$ cat src/rtl/evt_irq_pkg.sv
package evt_irq_pkg;

    // Register word selected inside the four-word window
    typedef enum logic [1:0] {
        SEL_STATUS  = 2'd0,
        SEL_MASK    = 2'd1,
        SEL_ENABLE  = 2'd2,
        SEL_DISABLE = 2'd3
    } reg_sel_e;

endpackage

$ cat src/rtl/evt_irq_decode.sv
module evt_irq_decode
    import evt_irq_pkg::*;
#(
    parameter int unsigned          ADDR_W = 8,
    parameter logic [ADDR_W-1:0]    BASE   = 8'h30
) (
    input  logic [ADDR_W-1:0] addr_i,
    input  logic              wr_i,
    output logic              hit_o,
    output reg_sel_e          sel_o,
    output logic              wr_status_o,
    output logic              wr_enable_o,
    output logic              wr_disable_o
);
    // Window is four 32-bit words, aligned to 16 bytes
    localparam int unsigned WIN_LSB = 4;

    always_comb begin
        hit_o = (addr_i[ADDR_W-1:WIN_LSB] == BASE[ADDR_W-1:WIN_LSB])
                && (addr_i[1:0] == 2'b00);
        sel_o = reg_sel_e'(addr_i[3:2]);
    end

    always_comb begin
        wr_status_o  = 1'b0;
        wr_enable_o  = 1'b0;
        wr_disable_o = 1'b0;
        if (wr_i && hit_o) begin
            unique case (sel_o)
                SEL_STATUS:  wr_status_o  = 1'b1;
                SEL_MASK:    ; // mask is read-only from the port
                SEL_ENABLE:  wr_enable_o  = 1'b1;
                SEL_DISABLE: wr_disable_o = 1'b1;
            endcase
        end
    end

    // At most one register write strobe per cycle
    always_comb begin
        assert_one_strobe_R10: assert ($onehot0({wr_status_o, wr_enable_o, wr_disable_o}));
    end

endmodule

$ cat src/rtl/evt_irq_spread.sv
module evt_irq_spread #(
    parameter int unsigned REG_W   = 32,
    parameter int unsigned NUM_SRC = 16
) (
    input  logic [NUM_SRC-1:0] cmp_i,
    output logic [REG_W-1:0]   wide_o
);
    localparam int unsigned LOW_N = NUM_SRC - 1;

    genvar k;
    generate
        for (k = 0; k < LOW_N; k++) begin : g_low
            assign wide_o[k] = cmp_i[k];
        end
        for (k = LOW_N; k < REG_W - 1; k++) begin : g_rsvd
            assign wide_o[k] = 1'b0;
        end
    endgenerate
    assign wide_o[REG_W-1] = cmp_i[NUM_SRC-1];

endmodule

$ cat src/rtl/evt_irq_gather.sv
module evt_irq_gather #(
    parameter int unsigned REG_W   = 32,
    parameter int unsigned NUM_SRC = 16
) (
    input  logic [REG_W-1:0]   wide_i,
    output logic [NUM_SRC-1:0] cmp_o
);
    localparam int unsigned LOW_N = NUM_SRC - 1;

    genvar k;
    generate
        for (k = 0; k < LOW_N; k++) begin : g_low
            assign cmp_o[k] = wide_i[k];
        end
    endgenerate
    assign cmp_o[NUM_SRC-1] = wide_i[REG_W-1];

    // Reserved positions are dropped here
    logic unused_rsvd;
    assign unused_rsvd = ^wide_i[REG_W-2:LOW_N];

endmodule

$ cat src/rtl/evt_irq_status.sv
module evt_irq_status #(
    parameter int unsigned NUM_SRC = 16
) (
    input  logic               clk,
    input  logic               rst_n,
    input  logic [NUM_SRC-1:0] evt_i,
    input  logic               clr_en_i,
    input  logic [NUM_SRC-1:0] clr_bits_i,
    output logic [NUM_SRC-1:0] stat_o
);
    logic [NUM_SRC-1:0] stat_q;
    logic [NUM_SRC-1:0] clr_vec;

    always_comb clr_vec = clr_en_i ? clr_bits_i : '0;

    // Event set is applied after the clear, so an event wins
    always_ff @(posedge clk or negedge rst_n) begin
        if (!rst_n) stat_q <= '0;
        else        stat_q <= (stat_q & ~clr_vec) | evt_i;
    end

    assign stat_o = stat_q;

    assert_evt_sets_R3: assert property (@(posedge clk) disable iff (!rst_n)
        1'b1 |=> ((stat_q & $past(evt_i)) == $past(evt_i)));

    assert_no_stray_clear_R4: assert property (@(posedge clk) disable iff (!rst_n)
        1'b1 |=> ((($past(stat_q) & ~$past(clr_vec)) & ~stat_q) == '0));

    assert_no_stray_set_R3: assert property (@(posedge clk) disable iff (!rst_n)
        1'b1 |=> ((stat_q & ~$past(stat_q) & ~$past(evt_i)) == '0));

endmodule

$ cat src/rtl/evt_irq_mask.sv
module evt_irq_mask #(
    parameter int unsigned NUM_SRC = 16
) (
    input  logic               clk,
    input  logic               rst_n,
    input  logic               en_wr_i,
    input  logic               dis_wr_i,
    input  logic [NUM_SRC-1:0] bits_i,
    output logic [NUM_SRC-1:0] mask_o
);
    logic [NUM_SRC-1:0] mask_q;

    // All sources start masked
    always_ff @(posedge clk or negedge rst_n) begin
        if (!rst_n)        mask_q <= '1;
        else if (en_wr_i)  mask_q <= mask_q & ~bits_i;
        else if (dis_wr_i) mask_q <= mask_q | bits_i;
    end

    assign mask_o = mask_q;

    assert_mask_hold_R6: assert property (@(posedge clk) disable iff (!rst_n)
        !(en_wr_i || dis_wr_i) |=> $stable(mask_q));

    assert_en_clears_R7: assert property (@(posedge clk) disable iff (!rst_n)
        en_wr_i |=> ((mask_q & $past(bits_i)) == '0));

    assert_dis_sets_R8: assert property (@(posedge clk) disable iff (!rst_n)
        dis_wr_i |=> ((mask_q & $past(bits_i)) == $past(bits_i)));

endmodule

$ cat src/rtl/evt_irq_regs.sv
module evt_irq_regs
    import evt_irq_pkg::*;
#(
    parameter int unsigned       ADDR_W  = 8,
    parameter int unsigned       REG_W   = 32,
    parameter int unsigned       NUM_SRC = 16,
    parameter logic [ADDR_W-1:0] BASE    = 8'h30
) (
    input  logic               clk,
    input  logic               rst_n,
    input  logic               bus_wr,
    input  logic [ADDR_W-1:0]  bus_addr,
    input  logic [REG_W-1:0]   bus_wdata,
    output logic [REG_W-1:0]   bus_rdata,
    input  logic [NUM_SRC-1:0] evt_pulse,
    output logic               irq_out
);
    localparam logic [REG_W-1:0] IMPL_BITS =
        {1'b1, {(REG_W-NUM_SRC){1'b0}}, {(NUM_SRC-1){1'b1}}};

    logic               hit;
    reg_sel_e           sel;
    logic               wr_status, wr_enable, wr_disable;
    logic [NUM_SRC-1:0] wbits, stat, mask;
    logic [REG_W-1:0]   stat_wide, mask_wide;

    evt_irq_decode #(.ADDR_W(ADDR_W), .BASE(BASE)) u_decode (
        .addr_i       (bus_addr),
        .wr_i         (bus_wr),
        .hit_o        (hit),
        .sel_o        (sel),
        .wr_status_o  (wr_status),
        .wr_enable_o  (wr_enable),
        .wr_disable_o (wr_disable)
    );

    evt_irq_gather #(.REG_W(REG_W), .NUM_SRC(NUM_SRC)) u_gather (
        .wide_i (bus_wdata),
        .cmp_o  (wbits)
    );

    evt_irq_status #(.NUM_SRC(NUM_SRC)) u_status (
        .clk        (clk),
        .rst_n      (rst_n),
        .evt_i      (evt_pulse),
        .clr_en_i   (wr_status),
        .clr_bits_i (wbits),
        .stat_o     (stat)
    );

    evt_irq_mask #(.NUM_SRC(NUM_SRC)) u_mask (
        .clk      (clk),
        .rst_n    (rst_n),
        .en_wr_i  (wr_enable),
        .dis_wr_i (wr_disable),
        .bits_i   (wbits),
        .mask_o   (mask)
    );

    evt_irq_spread #(.REG_W(REG_W), .NUM_SRC(NUM_SRC)) u_spread_stat (
        .cmp_i  (stat),
        .wide_o (stat_wide)
    );

    evt_irq_spread #(.REG_W(REG_W), .NUM_SRC(NUM_SRC)) u_spread_mask (
        .cmp_i  (mask),
        .wide_o (mask_wide)
    );

    // Read mux: enable and disable words are write-only and read as zero
    always_comb begin
        bus_rdata = '0;
        if (hit) begin
            unique case (sel)
                SEL_STATUS:  bus_rdata = stat_wide;
                SEL_MASK:    bus_rdata = mask_wide;
                SEL_ENABLE:  bus_rdata = '0;
                SEL_DISABLE: bus_rdata = '0;
            endcase
        end
    end

    // Level interrupt straight from the stored state
    assign irq_out = |(stat & ~mask);

    assert_rsvd_zero_R2: assert property (@(posedge clk) disable iff (!rst_n)
        (bus_rdata & ~IMPL_BITS) == '0);

    assert_irq_quiet_R9: assert property (@(posedge clk) disable iff (!rst_n)
        (mask == '1 || stat == '0) |-> !irq_out);

    assert_ctl_read_zero_R8: assert property (@(posedge clk) disable iff (!rst_n)
        (hit && (sel == SEL_ENABLE || sel == SEL_DISABLE)) |-> (bus_rdata == '0));

    assert_miss_read_zero_R10: assert property (@(posedge clk) disable iff (!rst_n)
        !hit |-> (bus_rdata == '0));

endmodule

$ cat config.mk
export PLATFORM = sky130hd
export DESIGN_NAME = evt_irq_regs
export DESIGN_NICKNAME = d
export VERILOG_FILES = /design/src/rtl/evt_irq_pkg.sv /design/src/rtl/evt_irq_decode.sv /design/src/rtl/evt_irq_spread.sv /design/src/rtl/evt_irq_gather.sv /design/src/rtl/evt_irq_status.sv /design/src/rtl/evt_irq_mask.sv /design/src/rtl/evt_irq_regs.sv
export SDC_FILE = /design/constraint.sdc
export NUM_CORES = 1
export LEC_CHECK = 0
export BUFFER_PORTS_ARGS = -buffer_cell sky130_fd_sc_hd__buf_2
export CORE_MARGIN = 4
export CORE_UTILIZATION = 50
export CTS_CLUSTER_DIAMETER = 60
export DETAILED_ROUTE_END_ITERATION = 8
export PLACE_DENSITY = 0.85
export SKIP_CTS_REPAIR_TIMING = 1
export SLEW_MARGIN = 20
export SYNTH_ARGS = -nofsm -noshare
export SYNTH_HDL_FRONTEND = slang
export SYNTH_SLANG_ARGS = --single-unit
$ cat constraint.sdc
create_clock -name clk -period 5.9 [get_ports clk]
set_input_delay 1.77 -clock clk [delete_from_list [all_inputs] [get_ports clk]]
set_output_delay 1.77 -clock clk [all_outputs]
set_load 0.05 [all_outputs]
# Word level (Yosys, flattened, before mapping)
# Index checks and enable logic that the tools add are counted.
# Widths: inputs -> output; s select.
# word_totals
regBits,32
in_bits,59
# classes
eq_ne,4
muxes,11
n_bitwise,8
n_reduce_logical,7
# ops
cell,n
$pmux 32 s3,1
$and 16x16->16,3
$mux 16,3
$not 16->16,3
$mux 32,1
$or 16x16->16,2
$reduce_or 16->1,1
$mux 1,6
$eq 2x2->1 const B,2
$eq 4x2->1 const B,1
$logic_not 2->1,2
$eq 2x1->1 const B,1
$logic_and 1x1->1,2
$reduce_bool 2->1,1
$reduce_or 2->1,1

# Longest topological paths before layout
# Gate-level depths: netlist of run 1.
# logic_depth
depth_word,8
depth_mapped,6

# Cells and area by module
# From an unflattened synthesis of run 1, not the netlist that was laid out.
# unflattened
hier_cells,286
area_unflattened_um2,2676.3
# modules_own_cells
mod,instances,cells_per_inst,area_per_inst_um2
evt_irq_mask,1,52,706.9
evt_irq_regs,1,93,679.4
evt_irq_status,1,50,611.8
evt_irq_spread,2,33,244.0
evt_irq_gather,1,16,120.1
evt_irq_decode,1,9,70.1

# Least setup slack after synthesis of run 1
# OpenSTA, ideal clock, no wires.
# synth_path
path_type,input to output
from,input bus_addr[0]
to,output bus_rdata[10]
arrival_ps,3127
t_required_ps,4130
slack_ps,1003
cell_stages,5
cell_sequence,and4bb_1 buf_4 nand2_1 buf_2 nor2_1
# synth_between
elab_chain_len,3
# synth_lines
item,line_no,text
"start, declared",evt_irq_regs.sv:12,"input logic [ADDR_W-1:0] bus_addr,"
$logic_not 2->1,evt_irq_decode.sv:20,&& (addr_i[1:0] == 2'b00);
$logic_and 1x1->1,evt_irq_decode.sv:20,
$mux 32,evt_irq_regs.sv:73,if (hit) begin
"end, declared",evt_irq_regs.sv:14,"output logic [REG_W-1:0] bus_rdata,"
# No other way between the ends.

# Final worst setup path of run 1
# layout_path
from,input bus_addr[7]
to,output bus_rdata[12]
# layout_between
elab_chain_len,3
# layout_lines
item,line_no,text
$eq 4x2->1,evt_irq_decode.sv:19,hit_o = (addr_i[ADDR_W-1:WIN_LSB] == BASE[ADDR_W-1:WIN_LSB])
$logic_and 1x1->1,evt_irq_decode.sv:20,
$mux 32,evt_irq_regs.sv:73,
# No other way between the ends.

==> results of run 1 <==
==> metrics by stage <==
stage / hold slack, ns / instance area (sq um) / util
2_1_floorplan: 0.4628 / 2003 / -
3_3_place_gp: 0.4750 / 2167 / 0.5832
5_1_grt: 0.5133 / 2275 / 0.6121
3_5_place_dp: 0.4806 / 2167 / 0.5832
6_report: 0.5000 / 2275 / 0.6121
4_1_cts: 0.4954 / 2275 / 0.6121
==> power groups by stage <==
stage	registers [mW]	clock network, mW	logic (mW)
floorplan	0.236	0	0.0588
global placement	0.236	0	0.0738
detailed placement	0.237	0	0.0745
CTS	0.233	0.210	0.0748
global route	0.234	0.219	0.0807
finish	0.233	0.205	0.0751
==> logic make-up after synthesis <==
| kind of cell | after synthesis |
|---|---|
| simple gates | 67 |
| buf+inv | 35 |
| mux | 32 |
| flops | 32 |
| compound gates | 20 |
| other cells | 1 |
==> synth_stat cells <==
cell | number | share of area
buf_4 | 17 | 0.066
nor2_4 | 1 | 0.0058
a21o_1 | 16 | 0.062
a2111oi_0 | 4 | 0.018
clkbuf_1 | 2 | 0.0039
dfstp_2 | 16 | 0.22
conb_1 | 1 | 0.0019
dfrtp_1 | 16 | 0.21
nand2_1 | 1 | 0.0019
mux2_1 | 14 | 0.081
buf_6 | 3 | 0.017
nor3_4 | 1 | 0.0084
inv_1 | 4 | 0.0077
buf_2 | 8 | 0.021
mux2_2 | 2 | 0.012
nand4_1 | 33 | 0.11
nor2b_1 | 13 | 0.042
nor2_1 | 16 | 0.031
mux2i_1 | 16 | 0.082
clkbuf_2 | 1 | 0.0026
and2_1 | 1 | 0.0032
and4bb_1 | 1 | 0.0064
==> area by class of cell <==
| class | count | area share |
|---|---|---|
| flip-flops and latches | 32 | 0.3608 |
| repair buffers | 62 | 0.1397 |
| clock inverters | 2 | 0.01540 |
| well taps | 48 | 0.02640 |
| inverters | 4 | 0.006601 |
| multi-input cells | 135 | 0.4191 |
| clock buffers | 6 | 0.03190 |
==> how the worst min path moves through the flow <==
stage / start / to / cells past startpoint
finish: u_status.stat_o[10]$_DFF_PN0_ / u_status.stat_o[10]$_DFF_PN0_ / 1
global route: u_status.stat_o[14]$_DFF_PN0_ / u_status.stat_o[14]$_DFF_PN0_ / 1
CTS: u_status.stat_o[10]$_DFF_PN0_ / u_status.stat_o[10]$_DFF_PN0_ / 1
detailed placement: u_status.stat_o[10]$_DFF_PN0_ / u_status.stat_o[10]$_DFF_PN0_ / 1
global placement: u_status.stat_o[10]$_DFF_PN0_ / u_status.stat_o[10]$_DFF_PN0_ / 1
floorplan: u_status.stat_o[0]$_DFF_PN0_ / u_status.stat_o[0]$_DFF_PN0_ / 1
==> layer usage <==
metal | track usage | part of all wire | wire, microns
met5 | 0 | 0 | 0
met4 | 0.09787 | 0.018 | 78
met3 | 0.04460 | 0.086 | 382
met2 | 0.2765 | 0.46 | 2067
met1 | 0.2369 | 0.43 | 1917
==> flow_summary.json, run 1 <==
{
  "dieArea_sq_um": 4956,
  "clk_latency_ns": 0.28,
  "crit_path_top_delay_cell": "nand2_1",
  "powerDensity_nw_per_um2": 225.5,
  "synth_top_family_by_area": "simple AND/OR/NAND/NOR gates",
  "max-vdd-ir-drop_uv": 161.7,
  "routed_wl_microns": 4446,
  "crit_chain": "buf_2 -> nor3_4 -> buf_4 -> nand2_1 -> nor2_1 -> buf_2",
  "antenna_found_initial": 0,
  "clock-root-buffer": "clkbuf_8",
  "synth_xor_xnor_area_share": 0,
  "rsz0062_at_grt": "no",
  "finalSetupViolCount": 0,
  "grt_pass1_vias": 1475,
  "place_hpwl_microns": 3086,
  "worst_pin_slew_ns": 0.7085,
  "power.leakage_nw": 0.9873,
  "syn_to_final_growth_pct": 16.84,
  "power_frac_seq": 0.454,
  "antenna_left": 0,
  "vias": 1569,
  "combPwrFrac": 0.146,
  "fin_setup_tns_ns": 0,
  "initial_core_util": 0.5239,
  "period_needed_ns": 5.019,
  "synthSimpleGateAreaFrac": 0.2044,
  "grt_pass1_wl_microns": 7038,
  "synth_warnings": 0,
  "cts_tree": "done",
  "diodes": 0,
  "path_class": "input pin to output pin",
  "maxCapViolCount": 0,
  "routed_via_density": 5.429,
  "overflow": 0,
  "wl_per_cell_microns": 15.38,
  "grtUsageTotal": 0.1821,
  "crit_path_start": "bus_addr[7]",
  "post_synth_fa_ha_maj_area_fraction": 0,
  "cts_max_path_buffers": 2,
  "yosysSeqAreaShare": 0.4216,
  "outcome": "finished clean",
  "cp_max_fo": 17,
  "sw_frac_of_total": 0.2664,
  "ys_seq_elements": 32,
  "cts.sinks": 32,
  "path_clk_slew_ns": 0.07,
  "ios": 92,
  "cp_num_buf_inv": 3,
  "multiInputGateArea_sq_um": 953.4,
  "power_switching_mw": 0.1367,
  "post-place-ws_ns": 0.8766,
  "drt_iter0_markers": 73,
  "drc": 0,
  "hp-class": "flip-flop to flip-flop",
  "slew_headroom": 0.5276,
  "timing.final.crit_share": 0.8507,
  "cp_top_family": "simple AND/OR/NAND/NOR gates",
  "layout.nets": 299,
  "fill_cells": 337,
  "clock_power_share": 0.400,
  "r2r_cells": 1,
  "regArea_sq_um": 820.8,
  "critPathMaxStageDelay_ns": 0.40,
  "start_kind": "input pin",
  "skew_ns": 0,
  "drive_above_1_share": 0.3693,
  "numCtsBuffers": 5,
  "final_cell_mix": "59 x buf_2, 33 x nand4_1",
  "crit_path_end_kind": "output pin",
  "fin_cells": 289,
  "syn-instance-count": 187,
  "synth.distinct_cells": 22,
  "cp_common_cell": "buf_2",
  "reg2reg_slack_ns": 5.15,
  "fmax_mhz": 199.2,
  "crit_path_end": "bus_rdata[12]",
  "worstPathRequired_ns": 4.13,
  "die_w_microns": 70.40,
  "dp_cells": 281,
  "drt_pre_antenna_iters": 4,
  "total_power_mw": 0.5130,
  "finalHoldViolCount": 0,
  "synthMuxAreaShare": 0.1748,
  "synth_compound_area_frac": 0.07969,
  "dieHeight_microns": 70.40,
  "avgSynthCellArea_sq_um": 10.41,
  "slew_viol_final": 0,
  "core_sq_um": 3716,
  "routabilityCongestion": 0.7615,
  "rows": 22,
  "layout_commonest_cell": "buf_2",
  "cts_htree_levels": 2,
  "io_buffer_count": 59,
  "cp.arrival_ns": 3.25,
  "path_depth": 6,
  "p_int_mw": 0.3763,
  "grt_max_degree": 34,
  "final.setup.worst_slack_ns": 0.8810,
  "syn_area_sq_um": 1947
}
Power figures use the tool's default switching activity.
==> run 2, diff against run 1 <==
==> constraint.sdc (replaced) <==
create_clock -name clk -period 5.9 [get_ports clk]
set_input_delay 1.475 -clock clk [delete_from_list [all_inputs] [get_ports clk]]
set_output_delay 1.475 -clock clk [all_outputs]
set_load 0.05 [all_outputs]
==> run 2 against run 1 <==
  * Maximum frequency grew 8.6%
  * Final cell count is the same
  * Sequential share of layout area is the same
  * Die area is the same
  * Critical path depth is the same
  * Critical endpoint is now bus_rdata[6]
==> flow_summary.json, run 2 (synthesis results as in run 1) <==
{
  "clock-root-buffer": "clkbuf_8",
  "hold_start": "u_status.stat_o[0]$_DFF_PN0_",
  "worstPathRequired_ns": 4.43,
  "grt_pass1_wl_microns": 7182,
  "antenna_left": 0,
  "powerDensity_nw_per_um2": 225.5,
  "crit_path_top_delay_cell": "nand2_1",
  "outcome": "finished clean",
  "crit_path_end_kind": "output pin",
  "routed_wl_microns": 4406,
  "final_cell_mix": "59 x buf_2, 33 x nand4_1",
  "wl_per_cell_microns": 15.25,
  "vias": 1597,
  "drive_above_1_share": 0.3693,
  "place_hpwl_microns": 3055,
  "numCtsBuffers": 5,
  "start_kind": "input pin",
  "grt_max_degree": 34,
  "layout_commonest_cell": "buf_2",
  "cp_top_family": "simple AND/OR/NAND/NOR gates",
  "overflow": 0,
  "layout.nets": 299,
  "timing.final.crit_share": 0.7836,
  "p_int_mw": 0.3764,
  "path_clk_slew_ns": 0.07,
  "finalSetupViolCount": 0,
  "power.leakage_nw": 0.9873,
  "dieArea_sq_um": 4956,
  "crit_chain": "buf_2 -> and4bb_1 -> buf_4 -> nand2_1 -> nor2_1 -> buf_2",
  "cp_num_buf_inv": 3,
  "hp-class": "flip-flop to flip-flop",
  "cp_max_fo": 33,
  "initial_core_util": 0.5239,
  "cts_htree_levels": 2,
  "slew_headroom": 0.5204,
  "path_class": "input pin to output pin",
  "routed_via_density": 5.526,
  "finalHoldViolCount": 0,
  "drc": 0,
  "core_sq_um": 3716,
  "fmax_mhz": 216.3,
  "cp.arrival_ns": 3.15,
  "regArea_sq_um": 820.8,
  "ios": 92,
  "clk_latency_ns": 0.28,
  "crit_path_start": "bus_addr[0]",
  "slew_viol_final": 0,
  "drt_pre_antenna_iters": 4,
  "max-vdd-ir-drop_uv": 154.5,
  "grt_pass1_vias": 1496,
  "diodes": 0,
  "antenna_found_initial": 0,
  "cts_max_path_buffers": 2,
  "final_area_sq_um": 2275,
  "clock_power_share": 0.400,
  "period_needed_ns": 4.623,
  "sw_frac_of_total": 0.2664,
  "combPwrFrac": 0.146,
  "die_w_microns": 70.40,
  "routabilityCongestion": 0.7605,
  "grtUsageTotal": 0.1860,
  "drt_iter0_markers": 75,
  "cp_common_cell": "buf_2",
  "power_frac_seq": 0.454,
  "io_buffer_count": 59,
  "power_switching_mw": 0.1367,
  "multiInputGateArea_sq_um": 953.4,
  "critPathMaxStageDelay_ns": 0.45,
  "syn_to_final_growth_pct": 16.84,
  "detailed_place.area_sq_um": 2167,
  "worst_pin_slew_ns": 0.7195,
  "maxCapViolCount": 0,
  "dieHeight_microns": 70.40,
  "fin_setup_tns_ns": 0,
  "fill_cells": 365,
  "skew_ns": 0,
  "rsz0062_at_grt": "no",
  "total_power_mw": 0.5130,
  "cts_tree": "done",
  "cts.sinks": 32,
  "rows": 22
}
==> run 2: cell counts in the layout (fill, tap and decap cells not counted) <==
Identical to the previous run, type by type.
==> run 2: metrics by stage <==
| stage | cells | hold slack [ns] | utilization | setup WS (ns) |
|---|---|---|---|---|
| 2_1_floorplan | 202 | 0.4628 | - | 1.593 |
| 3_3_place_gp | 281 | 0.4746 | 0.5832 | 1.273 |
| 3_5_place_dp | 281 | 0.4803 | 0.5832 | 1.288 |
| 4_1_cts | 289 | 0.4950 | 0.6121 | 1.287 |
| 5_1_grt | 289 | 0.5173 | 0.6121 | 1.154 |
| 6_report | 289 | 0.4970 | 0.6121 | 1.277 |
==> run 2: final timing paths <==
check | to | slack (ns) | cells after the start
setup / recovery | bus_rdata[6] | 1.28 | 6
max in group asynchronous | u_status.stat_o[5]$_DFF_PN0_ | 4.22 | 1
hold reg to reg | u_status.stat_o[0]$_DFF_PN0_ | 0.50 | 1
min in group asynchronous | u_status.stat_o[10]$_DFF_PN0_ | 1.22 | 1
setup reg to reg | flip-flop | 5.15 | 1
hold / removal | u_status.stat_o[0]$_DFF_PN0_ | 0.50 | 1
==> run 2: final cells by class <==
type                            instances  share of cell area
Sequential cell                        32              0.3608
Tap cell                               48             0.02640
Clock buffer                            6             0.03190
Clock inverter                          2             0.01540
Timing Repair Buffer                   62              0.1397
Inverter                                4            0.006601
Multi-Input combinational cell        135              0.4191
==> run 2: power groups by stage <==
| stage | registers, mW | clock network (mW) | logic, mW |
|---|---|---|---|
| 2_1_floorplan | 0.236 | 0 | 0.0588 |
| 3_3_place_gp | 0.236 | 0 | 0.0738 |
| 3_5_place_dp | 0.237 | 0 | 0.0745 |
| 4_1_cts | 0.233 | 0.210 | 0.0747 |
| 5_1_grt | 0.234 | 0.219 | 0.0811 |
| 6_report | 0.233 | 0.205 | 0.0748 |
==> run 2: routing by layer <==
| metal | routed length, microns | part of all wire | global-route usage | vias to the layer above |
|---|---|---|---|---|
| met4 | 90 | 0.020 | 0.08085 | 0 |
| li1 | - | - | - | 755 |
| met3 | 450 | 0.10 | 0.05324 | 8 |
| met1 | 1799 | 0.41 | 0.2398 | 748 |
| met2 | 2065 | 0.47 | 0.2890 | 86 |
| met5 | 0 | 0 | 0 | - |
==> run 3, diff against run 2 <==
--- a/config.mk
+++ b/config.mk
@@ -7,10 +7,10 @@
 export LEC_CHECK = 0
 export BUFFER_PORTS_ARGS = -buffer_cell sky130_fd_sc_hd__buf_2
 export CORE_MARGIN = 4
-export CORE_UTILIZATION = 50
+export CORE_UTILIZATION = 42
 export CTS_CLUSTER_DIAMETER = 60
 export DETAILED_ROUTE_END_ITERATION = 8
-export PLACE_DENSITY = 0.85
+export PLACE_DENSITY = 0.76
 export SKIP_CTS_REPAIR_TIMING = 1
 export SLEW_MARGIN = 20
 export SYNTH_ARGS = -nofsm -noshare
==> constraint.sdc (replaced) <==
create_clock -name clk -period 3.85 [get_ports clk]
set_input_delay 0.9625 -clock clk [delete_from_list [all_inputs] [get_ports clk]]
set_output_delay 0.9625 -clock clk [all_outputs]
set_load 0.05 [all_outputs]
==> run 3 against run 2 <==
  * Final cell count up 1.4%
  * Die area up 17%
  * Routed wire length up 5.4%
  * Largest power group unchanged
  * Flip-flop and latch count unchanged
==> flow_summary.json, run 3 (synthesis results as in run 1) <==
{
  "outcome": "finished clean",
  "fin_setup_tns_ns": 0,
  "final_area_sq_um": 2280,
  "cp_common_cell": "buf_2",
  "power_frac_seq": 0.452,
  "grt.busiest_layer": "met2",
  "io_buffer_count": 59,
  "power_switching_mw": 0.2125,
  "numCtsBuffers": 5,
  "drive_above_1_share": 0.3693,
  "crit_chain": "buf_2 -> and4bb_1 -> nand2_1 -> nor2_1 -> buf_2",
  "cts.sinks": 32,
  "grt_pass1_vias": 1535,
  "routed_wl_microns": 4642,
  "fin_cells": 293,
  "routed_via_density": 5.331,
  "dieHeight_microns": 76.09,
  "rsz0062_at_grt": "no",
  "sw_frac_of_total": 0.2692,
  "layout.nets": 299,
  "powerDensity_nw_per_um2": 346.2,
  "detailed_place.area_sq_um": 2172,
  "cts_max_path_buffers": 2,
  "combPwrFrac": 0.146,
  "drt_pre_antenna_iters": 4,
  "crit_path_end_kind": "output pin",
  "max-vdd-ir-drop_uv": 205.5,
  "core_sq_um": 4414,
  "clock_power_share": 0.402,
  "cp_max_fo": 16,
  "dieArea_sq_um": 5789,
  "cp.arrival_ns": 2.32,
  "vias": 1562,
  "met2_usage": 0.2611,
  "place_hpwl_microns": 3209,
  "path_clk_slew_ns": 0.07,
  "clk_latency_ns": 0.29,
  "hp-class": "flip-flop to flip-flop",
  "skew_ns": 0,
  "ios": 92,
  "power.leakage_nw": 0.9873,
  "cp_num_buf_inv": 2,
  "total_power_mw": 0.7893,
  "drc": 0,
  "fmax_mhz": 304.9,
  "grt_pass1_wl_microns": 7610,
  "worstPathRequired_ns": 2.89,
  "routabilityCongestion": 0.7383,
  "die_w_microns": 76.09,
  "cts_htree_levels": 2,
  "maxCapViolCount": 0,
  "start_kind": "input pin",
  "critPathMaxStageDelay_ns": 0.40,
  "overflow": 0,
  "hold_slack_ns": 0.4973,
  "final_cell_mix": "59 x buf_2, 33 x nand4_1",
  "period_needed_ns": 3.280,
  "path_class": "input pin to output pin",
  "wl_per_cell_microns": 15.84,
  "utilization": 0.5164,
  "grt_max_degree": 34,
  "antenna_found_initial": 0,
  "slew_headroom": 0.5186,
  "cp_top_family": "simple AND/OR/NAND/NOR gates",
  "cts_tree": "done",
  "worst_pin_slew_ns": 0.7220,
  "post-place-ws_ns": 0.5400,
  "final.setup.worst_slack_ns": 0.5699,
  "syn_to_final_growth_pct": 17.10,
  "diodes": 0,
  "timing.final.crit_share": 0.8520,
  "slew_viol_final": 0,
  "p_int_mw": 0.5768,
  "clock-root-buffer": "clkbuf_8",
  "grt_use_met3": 0.04492,
  "finalHoldViolCount": 0,
  "grtUsageTotal": 0.1588,
  "rows": 24,
  "antenna_left": 0,
  "grtUsageMet1": 0.2042,
  "drt_iter0_markers": 80,
  "layout_commonest_cell": "buf_2",
  "crit_path_top_delay_cell": "nand2_1",
  "initial_core_util": 0.4410,
  "finalSetupViolCount": 0,
  "dp_cells": 285
}
run 3: cell counts in the layout (fill, tap and decap cells not counted):
Identical to the previous run, type by type.
run 3: routing by layer:
metal	up-vias	part of all wire
met2	59	0.50
met5	-	0
met4	0	0.011
met3	5	0.067
met1	747	0.43
li1	751	-
run 3: worst paths after layout:
| kind | startpoint | endpoint | slack [ns] | cells past startpoint |
|---|---|---|---|---|
| max | bus_addr[0] | bus_rdata[31] | 0.57 | 5 |
| min | u_status.stat_o[15]$_DFF_PN0_ | u_status.stat_o[15]$_DFF_PN0_ | 0.50 | 1 |
| max reg2reg | flip-flop | flip-flop | 3.10 | 1 |
| min reg2reg | u_status.stat_o[15]$_DFF_PN0_ | u_status.stat_o[15]$_DFF_PN0_ | 0.50 | 1 |
| max in group asynchronous | rst_n | u_status.stat_o[4]$_DFF_PN0_ | 2.66 | 1 |
| min in group asynchronous | rst_n | u_status.stat_o[15]$_DFF_PN0_ | 0.73 | 1 |
run 3: layout make-up:
class / count / area [sq um]
clock buffers: 6 / 72.57
clock inverters: 2 / 35.03
fillers: 428 / 2135
inverters: 4 / 15.01
multi-input cells: 135 / 953.4
flip-flops and latches: 32 / 820.8
well taps: 52 / 65.06
repair buffers: 62 / 317.8
run 3: power by group through the flow:
stage / clock [mW] / sequential (mW) / combinational (mW)
after global routing: 0.342 / 0.358 / 0.125
after floorplan: 0 / 0.361 / 0.0901
after CTS: 0.321 / 0.357 / 0.115
final: 0.317 / 0.357 / 0.115
after detailed placement: 0 / 0.363 / 0.115
after global placement: 0 / 0.362 / 0.114
